--- config.mk ---
export PLATFORM = sky130hd
export DESIGN_NAME = mpu_uart_rx
export DESIGN_NICKNAME = d
export VERILOG_FILES = /design/src/rtl/mpu_pkg.sv /design/src/rtl/mpu_tick_gen.sv /design/src/rtl/mpu_rx_shift.sv /design/src/rtl/mpu_rx_ctrl.sv /design/src/rtl/mpu_uart_rx.sv
export SDC_FILE = /design/constraint.sdc
export NUM_CORES = 1
export LEC_CHECK = 0
export ABC_CLOCK_PERIOD_IN_PS = 2150
export BUFFER_PORTS_ARGS = -buffer_cell sky130_fd_sc_hd__buf_2
export CORE_ASPECT_RATIO = 1.4
export CORE_UTILIZATION = 55
export CTS_CLUSTER_SIZE = 24
export DETAILED_ROUTE_END_ITERATION = 8
export GPL_ROUTABILITY_DRIVEN = 0
export MAX_ROUTING_LAYER = met4
export PLACE_DENSITY = 0.82
export SLEW_MARGIN = 20
export SYNTH_ARGS = -nofsm -noshare
export SYNTH_HDL_FRONTEND = slang
export SYNTH_SLANG_ARGS = --single-unit
--- constraint.sdc ---
create_clock -name clk_i -period 2.15 [get_ports clk_i]
set_clock_uncertainty 0.15 [all_clocks]
set_input_delay 0.215 -clock clk_i [delete_from_list [all_inputs] [get_ports clk_i]]
set_output_delay 0.215 -clock clk_i [all_outputs]
set_load 0.05 [all_outputs]
--- src/rtl/mpu_pkg.sv ---
package mpu_pkg;
  typedef enum logic [1:0] {RX_IDLE, RX_START, RX_BITS} rx_state_e;

  typedef struct packed {
    logic rx_en;
    logic rie;
    logic mpie;
  } ctrl_t;

  typedef struct packed {
    logic ore;
    logic fer;
    logic rdf;
  } flags_t;
endpackage

--- src/rtl/mpu_tick_gen.sv ---
module mpu_tick_gen #(
  parameter int unsigned DIV = 4
) (
  input  logic clk_i,
  input  logic rst_ni,
  output logic tick_o
);
  localparam int unsigned CW = (DIV > 1) ? $clog2(DIV) : 1;

  logic [CW-1:0] cnt_q;

  assign tick_o = (cnt_q == CW'(DIV-1));

  always_ff @(posedge clk_i or negedge rst_ni) begin
    if (!rst_ni)     cnt_q <= '0;
    else if (tick_o) cnt_q <= '0;
    else             cnt_q <= cnt_q + 1'b1;
  end
endmodule

--- src/rtl/mpu_rx_shift.sv ---
module mpu_rx_shift
  import mpu_pkg::*;
#(
  parameter int unsigned DATA_W = 8,
  parameter int unsigned OVS    = 16
) (
  input  logic              clk_i,
  input  logic              rst_ni,
  input  logic              tick_i,
  input  logic              rxd_i,
  input  logic              en_i,
  input  logic              mp_mode_i,
  output logic              done_o,
  output logic [DATA_W-1:0] data_o,
  output logic              mpb_o,
  output logic              stop_ok_o
);
  localparam int unsigned OCW  = $clog2(OVS);
  localparam int unsigned BW   = $clog2(DATA_W + 2);
  localparam int unsigned HALF = OVS/2 - 1;

  rx_state_e         state_q;
  logic [OCW-1:0]    os_q;
  logic [BW-1:0]     idx_q;
  logic [DATA_W-1:0] data_q;
  logic              mpb_q, stop_q, done_q;
  logic [1:0]        sync_q;
  logic              rxd_s;
  logic [BW-1:0]     last_idx;

  assign rxd_s    = sync_q[1];
  assign last_idx = BW'(DATA_W) + BW'(mp_mode_i);

  always_ff @(posedge clk_i or negedge rst_ni) begin
    if (!rst_ni) sync_q <= 2'b11;
    else         sync_q <= {sync_q[0], rxd_i};
  end

  always_ff @(posedge clk_i or negedge rst_ni) begin
    if (!rst_ni) begin
      state_q <= RX_IDLE;
      os_q    <= '0;
      idx_q   <= '0;
      data_q  <= '0;
      mpb_q   <= 1'b0;
      stop_q  <= 1'b0;
      done_q  <= 1'b0;
    end else begin
      done_q <= 1'b0;
      if (!en_i) begin
        state_q <= RX_IDLE;
      end else if (tick_i) begin
        unique case (state_q)
          RX_IDLE: if (!rxd_s) begin
            state_q <= RX_START;
            os_q    <= '0;
          end
          RX_START: begin
            if (os_q == OCW'(HALF)) begin
              // confirm start at mid-bit, else treat as glitch
              state_q <= rxd_s ? RX_IDLE : RX_BITS;
              os_q    <= '0;
              idx_q   <= '0;
              mpb_q   <= 1'b0;
            end else begin
              os_q <= os_q + 1'b1;
            end
          end
          RX_BITS: begin
            os_q <= os_q + 1'b1;
            if (os_q == OCW'(OVS-1)) begin
              os_q  <= '0;
              idx_q <= idx_q + 1'b1;
              if (idx_q == last_idx) begin
                stop_q  <= rxd_s;
                done_q  <= 1'b1;
                state_q <= RX_IDLE;
              end else if (idx_q < BW'(DATA_W)) begin
                data_q <= {rxd_s, data_q[DATA_W-1:1]};
              end else begin
                mpb_q <= rxd_s;
              end
            end
          end
          default: state_q <= RX_IDLE;
        endcase
      end
    end
  end

  assign done_o    = done_q;
  assign data_o    = data_q;
  assign mpb_o     = mpb_q;
  assign stop_ok_o = stop_q;

  a_r2_idle_when_off: assert property (@(posedge clk_i) disable iff (!rst_ni)
    !en_i |=> (state_q == RX_IDLE) && !done_q);

  a_r1_done_is_pulse: assert property (@(posedge clk_i) disable iff (!rst_ni)
    done_q |=> !done_q);
endmodule

--- src/rtl/mpu_rx_ctrl.sv ---
module mpu_rx_ctrl
  import mpu_pkg::*;
#(
  parameter int unsigned DATA_W = 8
) (
  input  logic              clk_i,
  input  logic              rst_ni,
  input  logic              cfg_wr_i,
  input  ctrl_t             cfg_i,
  input  logic [2:0]        flag_clr_i,
  input  logic              mp_mode_i,
  input  logic              done_i,
  input  logic [DATA_W-1:0] data_i,
  input  logic              mpb_i,
  input  logic              stop_ok_i,
  output ctrl_t             ctrl_o,
  output flags_t            flags_o,
  output logic [DATA_W-1:0] rdr_o
);
  ctrl_t             ctrl_q, ctrl_d;
  flags_t            flags_q, flags_d;
  logic [DATA_W-1:0] rdr_q, rdr_d;
  logic              filt_on, drop, accept;

  assign filt_on = ctrl_q.mpie & mp_mode_i;
  assign drop    = done_i & filt_on & ~mpb_i;
  assign accept  = done_i & ~drop;

  always_comb begin
    ctrl_d = ctrl_q;
    if (accept && filt_on) ctrl_d.mpie = 1'b0;
    if (cfg_wr_i)          ctrl_d      = cfg_i;
  end

  always_comb begin
    flags_d = flags_q;
    rdr_d   = rdr_q;
    if (flag_clr_i[0]) flags_d.rdf = 1'b0;
    if (flag_clr_i[1]) flags_d.fer = 1'b0;
    if (flag_clr_i[2]) flags_d.ore = 1'b0;
    // set wins over a same-cycle clear
    if (accept) begin
      if (flags_q.rdf) begin
        flags_d.ore = 1'b1;
      end else begin
        rdr_d = data_i;
        if (stop_ok_i) flags_d.rdf = 1'b1;
        else           flags_d.fer = 1'b1;
      end
    end
  end

  always_ff @(posedge clk_i or negedge rst_ni) begin
    if (!rst_ni) begin
      ctrl_q  <= '0;
      flags_q <= '0;
      rdr_q   <= '0;
    end else begin
      ctrl_q  <= ctrl_d;
      flags_q <= flags_d;
      rdr_q   <= rdr_d;
    end
  end

  assign ctrl_o  = ctrl_q;
  assign flags_o = flags_q;
  assign rdr_o   = rdr_q;

  a_r5_drop_keeps_state: assert property (@(posedge clk_i) disable iff (!rst_ni)
    drop && !cfg_wr_i && (flag_clr_i == 3'b000)
    |=> $stable(flags_q) && $stable(rdr_q) && ctrl_q.mpie);

  a_r6_wake_clears_filter: assert property (@(posedge clk_i) disable iff (!rst_ni)
    done_i && mpb_i && filt_on && !cfg_wr_i |=> !ctrl_q.mpie);

  a_r4_overrun_keeps_data: assert property (@(posedge clk_i) disable iff (!rst_ni)
    accept && flags_q.rdf |=> flags_q.ore && $stable(rdr_q));

  a_r3_bad_stop: assert property (@(posedge clk_i) disable iff (!rst_ni)
    accept && !flags_q.rdf && !stop_ok_i |=> flags_q.fer && !flags_q.rdf);
endmodule

--- src/rtl/mpu_uart_rx.sv ---
module mpu_uart_rx
  import mpu_pkg::*;
#(
  parameter int unsigned DATA_W   = 8,
  parameter int unsigned OVS      = 16,
  parameter int unsigned TICK_DIV = 4
) (
  input  logic              clk_i,
  input  logic              rst_ni,
  input  logic              rxd_i,
  input  logic              mp_mode_i,
  input  logic              cfg_wr_i,
  input  logic              cfg_rx_en_i,
  input  logic              cfg_rie_i,
  input  logic              cfg_mpie_i,
  input  logic [2:0]        flag_clr_i,
  output logic              rx_en_o,
  output logic              rie_o,
  output logic              mpie_o,
  output logic [DATA_W-1:0] rx_data_o,
  output logic              rdf_o,
  output logic              fer_o,
  output logic              ore_o,
  output logic              rxi_o,
  output logic              eri_o
);
  logic              tick, done, mpb, stop_ok;
  logic [DATA_W-1:0] sh_data;
  ctrl_t             cfg_w, ctrl;
  flags_t            flags;

  assign cfg_w = '{rx_en: cfg_rx_en_i, rie: cfg_rie_i, mpie: cfg_mpie_i};

  mpu_tick_gen #(.DIV(TICK_DIV)) i_tick (
    .clk_i  (clk_i),
    .rst_ni (rst_ni),
    .tick_o (tick)
  );

  mpu_rx_shift #(.DATA_W(DATA_W), .OVS(OVS)) i_shift (
    .clk_i     (clk_i),
    .rst_ni    (rst_ni),
    .tick_i    (tick),
    .rxd_i     (rxd_i),
    .en_i      (ctrl.rx_en),
    .mp_mode_i (mp_mode_i),
    .done_o    (done),
    .data_o    (sh_data),
    .mpb_o     (mpb),
    .stop_ok_o (stop_ok)
  );

  mpu_rx_ctrl #(.DATA_W(DATA_W)) i_ctrl (
    .clk_i      (clk_i),
    .rst_ni     (rst_ni),
    .cfg_wr_i   (cfg_wr_i),
    .cfg_i      (cfg_w),
    .flag_clr_i (flag_clr_i),
    .mp_mode_i  (mp_mode_i),
    .done_i     (done),
    .data_i     (sh_data),
    .mpb_i      (mpb),
    .stop_ok_i  (stop_ok),
    .ctrl_o     (ctrl),
    .flags_o    (flags),
    .rdr_o      (rx_data_o)
  );

  assign rx_en_o = ctrl.rx_en;
  assign rie_o   = ctrl.rie;
  assign mpie_o  = ctrl.mpie;
  assign rdf_o   = flags.rdf;
  assign fer_o   = flags.fer;
  assign ore_o   = flags.ore;
  assign rxi_o   = ctrl.rie & flags.rdf;
  assign eri_o   = ctrl.rie & (flags.fer | flags.ore);
endmodule

==> results.md, run 1 <==
* Outcome: finished, final reports clean
* Die span in x at 50.5 um
* Worst flop-to-flop path endpoint: i_shift.state_q[0]$_DFFE_PN0P_
* Synth Register Bits at 39
* Initial drt markers at 33
* Peak supply drop at 657 uV
* Largest net degree at the start of global routing at 40
* Starting density of the core at 57.9%
* CP Launch Type: flip-flop
* Hold path depth at 2
* Slew @ Worst Pin at 0.832 ns
* Post-route minimum period at 2.06 ns
* Final Cycle Share at 96.0%
* Post-Synthesis Cells at 144
* Yosys warnings at 0
* CP arrival at 2.12 ns
* Filler cell count at 232
* Required time worst endpoint at 2.20 ns
* Total gr overflow at 0
* CP endpoint kind: flip-flop
* Non-filler instance count after layout at 226
* Post-DP HPWL at 2.38 mm
* Final net count at 204
* Reg clk slew, reported paths at 0.08 ns
* Post-Syn Area at 0.00181 mm2
* Max Clk Rate at 485 MHz
* Drt first pass iters at 4
* Avg Inst Size Synth at 12.6 um2
* Reg2reg start: i_shift.state_q[1]$_DFFE_PN0P_
* Area growth syn-to-layout at 19.9%
* Post-Route WL at 3.57 mm
* Tot GR Track Use at 24.1%
* First-pass GRT wire length at 6.07 mm
* Routed len/inst at 15.8 um
* Leakage at 1.05 nW
* Max cap viols at 0
* Port buffer count at 26
* Vias at 1,233
* Worst setup path class: reg -> reg
* Share of layout cells above drive strength 1 at 36.4%
* Max-slew violations at 0
* Clk root buf: clkbuf_8
* CP Max Fanout at 5
* Top cells by area, synth: dfrtp_1 (51%), mux2_2 (12%), ha_1 (4.8%)
* CTS tree: built
* Floorplan core area at 0.00312 mm2
* R2R setup slack at 0.09 ns
* Slew headroom at 44.6%
* Post-synth ARST share at 100%
* Drt drc at 0
* Die Area at 0.00352 mm2
* ANT nets after route at 0
* Num rows at 24
* Post-synth EDFFs at 0
* Final Hold Fails at 0
* Clk buf depth at 2
* Post-synthesis sequential area ratio at 54.1%
* Ys flop type: dfrtp_1
* Clk sinks at 39
* I/O pin cnt at 27
* DIE HEIGHT at 69.8 um
* Hold Startpoint: cfg_rx_en_i
* Placed insts at 209
* Post-synth top area cell: dfrtp_1
* Synth top area share at 51.2%
* PD cells at 615 mW/mm2
* WHS Endpoint: i_ctrl.ctrl_o[2]$_DFFE_PN0P_
* Diode count at 0
* H-tree depth at 2
* Initial antenna violation count at 0
* Finish-stage setup viols at 0
* Hold Crit Class: in -> reg
* Clk_lat worst skew at 0.30 ns
* Syn Nets at 162
* Fin util at 69.4%
* Num CTS Buffers at 5
* Reg2Reg Depth at 6
* Routed vias/inst at 5.46
* Vias in the first global route at 1,297
* Yosys cell types at 35
cells in the final DEF (no fill, tap or decap), types with 3 or more instances in the layout:
cell and count:
buf_4 4, a21boi_0 3, ha_1 6, clkbuf_8 5, nand2_1 13, buf_2 26, dlygate4sd3_1 7, nand3_1 4
inv_1 9, nor2_1 4, o21ai_0 6, mux2_2 20, dfrtp_1 37, a22o_1 3, mux2i_1 5, nand2b_1 4
metrics by stage:
step | instance area (um2) | hold slack, ns | setup WS, ns | setup TNS [ns] | total power, mW
floorplan | 1810 | -0.231 | 0.205 | 0 | 0.806
global placement | 1990 | 0.170 | 0.147 | 0 | 0.842
detailed placement | 1990 | 0.171 | 0.0435 | 0 | 0.846
CTS | 2140 | 0.00411 | 0.0377 | 0 | 1.34
global route | 2170 | 0.0133 | -0.0971 | -0.118 | 1.38
finish | 2170 | 0.00320 | 0.0861 | 0 | 1.33
report_power, final:
group          leakage, nW  switching (mW)  internal (mW)
clock network       0.0412           0.263          0.227
registers            0.527         0.00748          0.743
logic                0.479          0.0591         0.0327
repair_timing:
action | in CTS | in global routing
hold buffers | 7 | 0
resized for setup | 0 | 2
endpoints found under the setup margin | 0 | 6
endpoints found under the hold margin | 43 | 0
setup buffers | 0 | 2
cell families after synthesis:
group | share of synthesized area [%]
multiplexers | 15.2
flip-flops | 54.1
adder cells (fa/ha/maj) | 4.84
XOR/XNOR | 0.485
AND/OR/NAND/NOR | 12.4
buffers and inverters | 2.56
AO/OA/AOI/OAI | 10.4
metal layers:
layer | global-route usage [%] | up-vias | part of all wire (%)
met1 | 28.8 | 606 | 42
met2 | 38.7 | 23 | 53
met5 | - | - | 0
met3 | 5.92 | 7 | 3.4
met4 | 9.26 | 0 | 2.1
li1 | - | 597 | -
critical path: stages (launching register included):
cell and delay (ns):
dfrtp_1 0.40, inv_1 0.09, ha_1 0.24, and4b_1 0.38, nand2_1 0.07, o21ai_0 0.38, mux2i_1 0.28
how the worst max path moves through the flow:
stage	endpoint	from	slack, ns
floorplan	i_shift.data_o[0]$_DFFE_PN0P_	i_ctrl.ctrl_o[2]$_DFFE_PN0P_	0.20
global placement	i_shift.idx_q[0]$_DFFE_PN0P_	i_shift.state_q[0]$_DFFE_PN0P_	0.15
detailed placement	i_shift.idx_q[0]$_DFFE_PN0P_	i_shift.state_q[0]$_DFFE_PN0P_	0.04
CTS	i_shift.idx_q[0]$_DFFE_PN0P_	i_shift.state_q[0]$_DFFE_PN0P_	0.04
global route	i_shift.state_q[0]$_DFFE_PN0P_	i_shift.state_q[1]$_DFFE_PN0P_	-0.1
finish	i_shift.state_q[0]$_DFFE_PN0P_	i_shift.state_q[1]$_DFFE_PN0P_	0.09
synthesized netlist by cell type (3+ instances only):
cell and count:
a21boi_0 3, mux2_2 20, mux2i_1 5, ha_1 7
a22o_1 3, nand2_1 13, inv_1 9, nand2b_1 4
nand3_1 4, dfrtp_1 37, o21ai_0 6, nor2_1 4
registers in the layout (all words and copies together) (netlist names):
signal             flops
i_ctrl.rdr_o           8
i_shift.data_o         8
i_shift.idx_q          4
i_shift.os_q           4
i_ctrl.ctrl_o          3
i_ctrl.flags_o         3
i_shift.state_q        2
i_shift.sync_q         2
i_tick.cnt_q           2
i_shift.done_o         1
i_shift.mpb_o          1
i_shift.stop_ok_o      1
area by class of cell:
type | count | area (um2) | area share [%]
clock buffer | 6 | 72.6 | 3.35
multi-input combinational | 94 | 792 | 36.5
clock inverter | 2 | 12.5 | 0.577
tap | 39 | 48.8 | 2.25
sequential | 39 | 978 | 45.1
inverter | 9 | 33.8 | 1.56
timing repair buffer | 37 | 230 | 10.6
Note: power is estimated with default switching activity, not from simulation.
==> inputs of run 2 (changes only) <==
- ABC_AREA: unset -> 1
==> results.md, run 2 <==
* Outcome: finished, final reports clean
* Initial drt markers at 40
* Commonest cells after routing, fill and taps aside: nand2_1 (49), dfrtp_1 (37), buf_2 (26)
* Clk buf depth at 2
* Top cells by area, synth: dfrtp_1 (51%), nand2_1 (10%), o21ai_0 (5.0%)
* Total gr overflow at 0
* Post-cts resize count at 0
* Worst setup path class: reg -> reg
* Vias at 1,356
* Fin util at 67.7%
* Clk root buf: clkbuf_8
* Starting density of the core at 57.7%
* Post-Route WL at 3.22 mm
* Clk_lat worst skew at 0.29 ns
* Synth top area share at 51.4%
* Num CTS Buffers at 5
* First-pass GRT wire length at 5.57 mm
* Yosys warnings at 0
* Vias in the first global route at 1,338
* RSZ-0062 raised after global routing: no
* Finish-stage setup viols at 0
* Required time worst endpoint at 2.19 ns
* Sum Neg Setup Slack at 0 ns
* Initial antenna violation count at 0
* Die Area at 0.00351 mm2
* Yosys cell types at 29
* Drt first pass iters at 6
* PD cells at 630 mW/mm2
* Clk sinks at 39
* DIE HEIGHT at 69.7 um
* Syn Nets at 209
* Post-route cell area at 0.00212 mm2
* Share of layout cells above drive strength 1 at 23.5%
* Most instantiated cells after synthesis: nand2_1 (49), dfrtp_1 (37), inv_1 (21)
* ANT nets after route at 0
* Floorplan core area at 0.00312 mm2
* Drt drc at 0
* Post-synthesis sequential area ratio at 54.3%
* Final net count at 247
* Commonest non-fill, non-tap cell in the layout: nand2_1
* Num rows at 24
* Slew headroom at 45.1%
* DP Area at 0.00196 mm2
* Slew @ Worst Pin at 0.824 ns
* Hold Crit Class: in -> reg
* Post-route minimum period at 1.77 ns
* Reg clk slew, reported paths at 0.08 ns
* I/O pin cnt at 27
* Peak supply drop at 726 uV
* Area growth syn-to-layout at 17.5%
* Post-synth EDFFs at 0
* Post-DP HPWL at 2.23 mm
* Post-synth ARST share at 100%
* Post-synth top area cell: dfrtp_1
* Avg Inst Size Synth at 9.43 um2
* Largest net degree at the start of global routing at 40
* Tot GR Track Use at 22.4%
* Max-slew violations at 0
* Final Hold Fails at 0
* Ys flop type: dfrtp_1
* CP endpoint kind: flip-flop
* CTS tree: built
* Synth Register Bits at 39
* Final Cycle Share at 82.3%
* Diode count at 0
* Die span in x at 50.4 um
* Post-Syn Area at 0.00180 mm2
* CP Launch Type: flip-flop
* Port buffer count at 26
* CP arrival at 1.81 ns
* CP Max Fanout at 10
* Post-Synthesis Cells at 191
* Leakage at 1.05 nW
* Filler cell count at 255
* H-tree depth at 2
* Routed len/inst at 12.0 um
* Routed vias/inst at 5.04
* Most frequent cell after synthesis: nand2_1
* Max Clk Rate at 565 MHz
* Max cap viols at 0
-- run 2: cell count changes in the layout (fill, tap and decap cells not counted), moves of 4 or more --
cell	change
buf_4	-4
inv_1	+12
mux2_2	-19
mux2i_1	-4
nand2_1	+36
nand2b_1	-4
nand3_1	+5
nor2_1	+10
o21ai_0	+12
o21ai_2	+7
-- run 2: cell families (layout without fill, tap and decap cells) --
family	Yosys count	count (layout)	share of synthesized area (%)
DFF	39	39	54.3
buffers and inverters	25	64	5.84
AOI/OAI and AO/OA	32	32	11.1
xor gates and xnor gates	3	3	1.46
adders and majority gates	7	7	4.86
and+or+nand+nor	83	83	21.2
muxes	2	2	1.18
-- run 2: worst max-delay path, cell delays in order, from the launching register on --
cell and delay [ns]:
dfrtp_1 0.38, inv_1 0.08, ha_1 0.34, inv_1 0.06
nor2_1 0.18, nand3_4 0.14, nor2_1 0.14, o21ai_0 0.10
nand2_1 0.07, nand2_1 0.04
-- run 2: timing repair --
item | CTS | global route
hold buffers | 7 | 0
setup buffers | 0 | 0
endpoints found under the setup margin | 0 | 0
hold endpoints to repair | 43 | 0
-- run 2: per-layer routing --
metal  track usage (%)  vias up  routed length, um
met5                 -        -                  0
met2              37.9       25               1690
met3              7.24        7                114
met4              10.2        0                 76
li1                  -      690                  -
met1              23.1      634               1340
-- run 2: power by group --
part	internal (mW)	leakage (nW)	total, mW	switching [mW]
registers	0.745	0.527	0.753	0.00870
logic	0.0334	0.485	0.101	0.0671
clock network	0.227	0.0412	0.480	0.253
-- run 2: area by class of cell --
| class | count | area (um2) | share of cell area, % |
|---|---|---|---|
| multi-input cells | 127 | 717 | 33.9 |
| inverters | 23 | 86.3 | 4.08 |
| well taps | 39 | 48.8 | 2.31 |
| clock buffers | 6 | 72.6 | 3.43 |
| flip-flops and latches | 39 | 978 | 46.2 |
| repair buffers | 33 | 200 | 9.46 |
| clock inverters | 2 | 12.5 | 0.591 |
-- run 2: through the flow --
stage / cells / setup slack, ns / power (mW) / hold WS (ns)
6_report: 269 / 0.381 / 1.33 / 0.0138
3_3_place_gp: 254 / 0.451 / 0.856 / 0.170
5_1_grt: 269 / 0.230 / 1.39 / 0.0000973
2_1_floorplan: 191 / 0.273 / 0.819 / -0.231
3_5_place_dp: 254 / 0.400 / 0.858 / 0.172
4_1_cts: 269 / 0.385 / 1.35 / 0.000609
-- run 2: worst paths after layout --
kind	startpoint	end	slack, ns	cells after the start
setup / recovery	i_shift.state_q[0]$_DFFE_PN0P_	i_shift.mpb_o$_DFFE_PN0P_	0.38	9
hold / removal	cfg_rx_en_i	i_ctrl.ctrl_o[2]$_DFFE_PN0P_	0.01	2
setup reg to reg	i_shift.state_q[0]$_DFFE_PN0P_	i_shift.mpb_o$_DFFE_PN0P_	0.38	9
hold reg to reg	i_shift.sync_q[0]$_DFF_PN1_	i_shift.sync_q[1]$_DFF_PN1_	0.21	0
max in group asynchronous	rst_ni	i_tick.cnt_q[1]$_DFF_PN0_	0.91	2
min in group asynchronous	rst_ni	i_ctrl.ctrl_o[1]$_DFFE_PN0P_	0.42	2
==> inputs of run 3 (changes only) <==
- ABC_CLOCK_PERIOD_IN_PS: 2150 -> 1550
- CORE_UTILIZATION: 55 -> 50
- PLACE_DENSITY: 0.82 -> 0.79
- clock period: 2.15 -> 1.55 ns (I/O delays scaled with it)
==> results.md, run 3 (synthesis gave the netlist of run 2 again) <==
* Outcome: complete, but fails checks
* Failing checks: setup timing
* Reg2reg start: i_shift.state_q[0]$_DFFE_PN0P_
* Slowest stage delay, CP at 0.37 ns
* Max-slew violations at 0
* Hold Crit Class: in -> reg
* Final net count at 273
* Drt first pass iters at 4
* Hold Startpoint: mp_mode_i
* Initial drt markers at 33
* Diode count at 0
* Reg clk slew, reported paths at 0.07 ns
* Ordered list of cells on the worst path: inv_2 > ha_4 > inv_2 > nor2_4 > nand3_4 > nor2_1 > nand2_1 > nand2_1 > nor2_1
* Routed len/inst at 14.1 um
* Total gr overflow at 0
* Clk sinks at 39
* Floorplan core area at 0.00341 mm2
* Final worst slack at -0.0596 ns
* Starting density of the core at 52.8%
* Port buffer count at 26
* First-pass GRT wire length at 6.27 mm
* ANT nets after route at 0
* Max cap viols at 0
* CP endpoint kind: flip-flop
* Clk buf depth at 2
* Reg2Reg Depth at 9
* Drt drc at 0
* Final Cycle Share at 104%
* Vias in the first global route at 1,431
* Die span in x at 52.7 um
* Non-filler instance count after layout at 296
* Post-Route WL at 4.18 mm
* Slew @ Worst Pin at 0.375 ns
* Placed insts at 270
* CP arrival at 1.64 ns
* Sum Neg Setup Slack at -0.0879 ns
* Final Hold Fails at 0
* PD cells at 779 mW/mm2
* Num CTS Buffers at 5
* Max Clk Rate at 621 MHz
* Leakage at 1.19 nW
* Post-route minimum period at 1.61 ns
* Worst slack at placement at -0.0685 ns
* Clk root buf: clkbuf_8
* Required time worst endpoint at 1.58 ns
* Worst setup path class: reg -> reg
* Num rows at 25
* Die Area at 0.00385 mm2
* CTS tree: built
* Area growth syn-to-layout at 38.3%
* Worst flop-to-flop path endpoint: i_shift.idx_q[3]$_DFFE_PN0P_
* R2R setup slack at -0.06 ns
* Peak supply drop at 784 uV
* Critical path's slowest cell: dfrtp_1
* RSZ-0062 raised after global routing: yes
* Commonest cells after routing, fill and taps aside: nand2_1 (42), dfrtp_1 (36), buf_2 (26)
* H-tree depth at 2
* Commonest non-fill, non-tap cell in the layout: nand2_1
* Post-DP HPWL at 2.53 mm
* Hold path depth at 4
* DIE HEIGHT at 73 um
* Slew headroom at 75.0%
* Share of layout cells above drive strength 1 at 40.2%
* I/O pin cnt at 27
* Initial antenna violation count at 0
* Tot GR Track Use at 23.6%
* WHS Endpoint: i_ctrl.ctrl_o[0]$_DFFE_PN0P_
* Vias at 1,524
* Fin util at 73.0%
* CP Launch Type: flip-flop
* CP Max Fanout at 7
* Routed vias/inst at 5.15
* Largest net degree at the start of global routing at 26
* Finish-stage setup viols at 3
* Clk_lat worst skew at 0.29 ns
run 3: cell types whose count changed in the layout (fill, tap and decap cells not counted), moves of 4 or more:
cell,previous run,this run
buf_4,0,19
ha_1,7,3
ha_4,0,4
inv_1,21,17
nand2_1,49,42
nand2_2,2,6
nor2_1,14,9
nor2_4,2,6
o21ai_0,18,13
run 3: critical path: cells and delay by family, from the launching register on:
kind	cells	cell delay [ns]
and+or+nand+nor	6	0.58
DFF	1	0.37
buffers and inverters	2	0.12
adders and majority gates	1	0.28
run 3: worst max path at each step:
stage	slack (ns)	endpoint	from	cells past startpoint
after global routing	-0.14	i_shift.idx_q[3]$_DFFE_PN0P_	i_shift.state_q[0]$_DFFE_PN0P_	9
after detailed placement	-0.07	i_shift.state_q[0]$_DFFE_PN0P_	i_shift.state_q[1]$_DFFE_PN0P_	10
final	-0.06	i_shift.idx_q[3]$_DFFE_PN0P_	i_shift.state_q[0]$_DFFE_PN0P_	9
after floorplan	-0.05	i_shift.mpb_o$_DFFE_PN0P_	i_shift.state_q[0]$_DFFE_PN0P_	9
after CTS	-0.005	i_shift.idx_q[3]$_DFFE_PN0P_	i_shift.state_q[0]$_DFFE_PN0P_	8
after global placement	-0.01	i_shift.state_q[0]$_DFFE_PN0P_	i_shift.state_q[1]$_DFFE_PN0P_	9
run 3: area by class of cell:
type,instances,area [um2]
flip-flops and latches,39,980
fillers,229,920
multi-input cells,128,871
repair buffers,58,415
inverters,23,88.8
clock buffers,6,72.6
well taps,40,50.0
clock inverters,2,12.5
run 3: through the flow:
| stage | hold WS (ns) | cell area (um2) | power [mW] |
|---|---|---|---|
| after global placement | -0.0641 | 2090 | 1.22 |
| after floorplan | -0.291 | 1810 | 1.14 |
| final | 0.0344 | 2490 | 1.94 |
| after global routing | 0.0691 | 2490 | 2.02 |
| after detailed placement | -0.0634 | 2090 | 1.22 |
| after CTS | 0.0329 | 2330 | 1.91 |
run 3: timing repair:
| action | 4_1_cts | 5_1_grt |
|---|---|---|
| hold buffers | 10 | 0 |
| gates resized for setup | 10 | 32 |
| gates cloned | 1 | 0 |
| pin swaps | 6 | 18 |
| buffers inserted | 1 | 6 |
| endpoints found under the setup margin | 17 | 20 |
| endpoints found under the hold margin | 44 | 0 |
run 3: report_power, final:
group,total [mW],leakage [nW],internal (mW),switching [mW]
Sequential,1.05,0.526,1.03,0.0130
Clock,0.663,0.0412,0.314,0.349
Combinational,0.229,0.620,0.101,0.128
run 3: per-layer routing:
metal	share of wire [%]	global-route usage [%]
met1	41	27.6
met2	55	38.4
met3	2.4	4.58
met4	2.0	10.8
met5	0	-
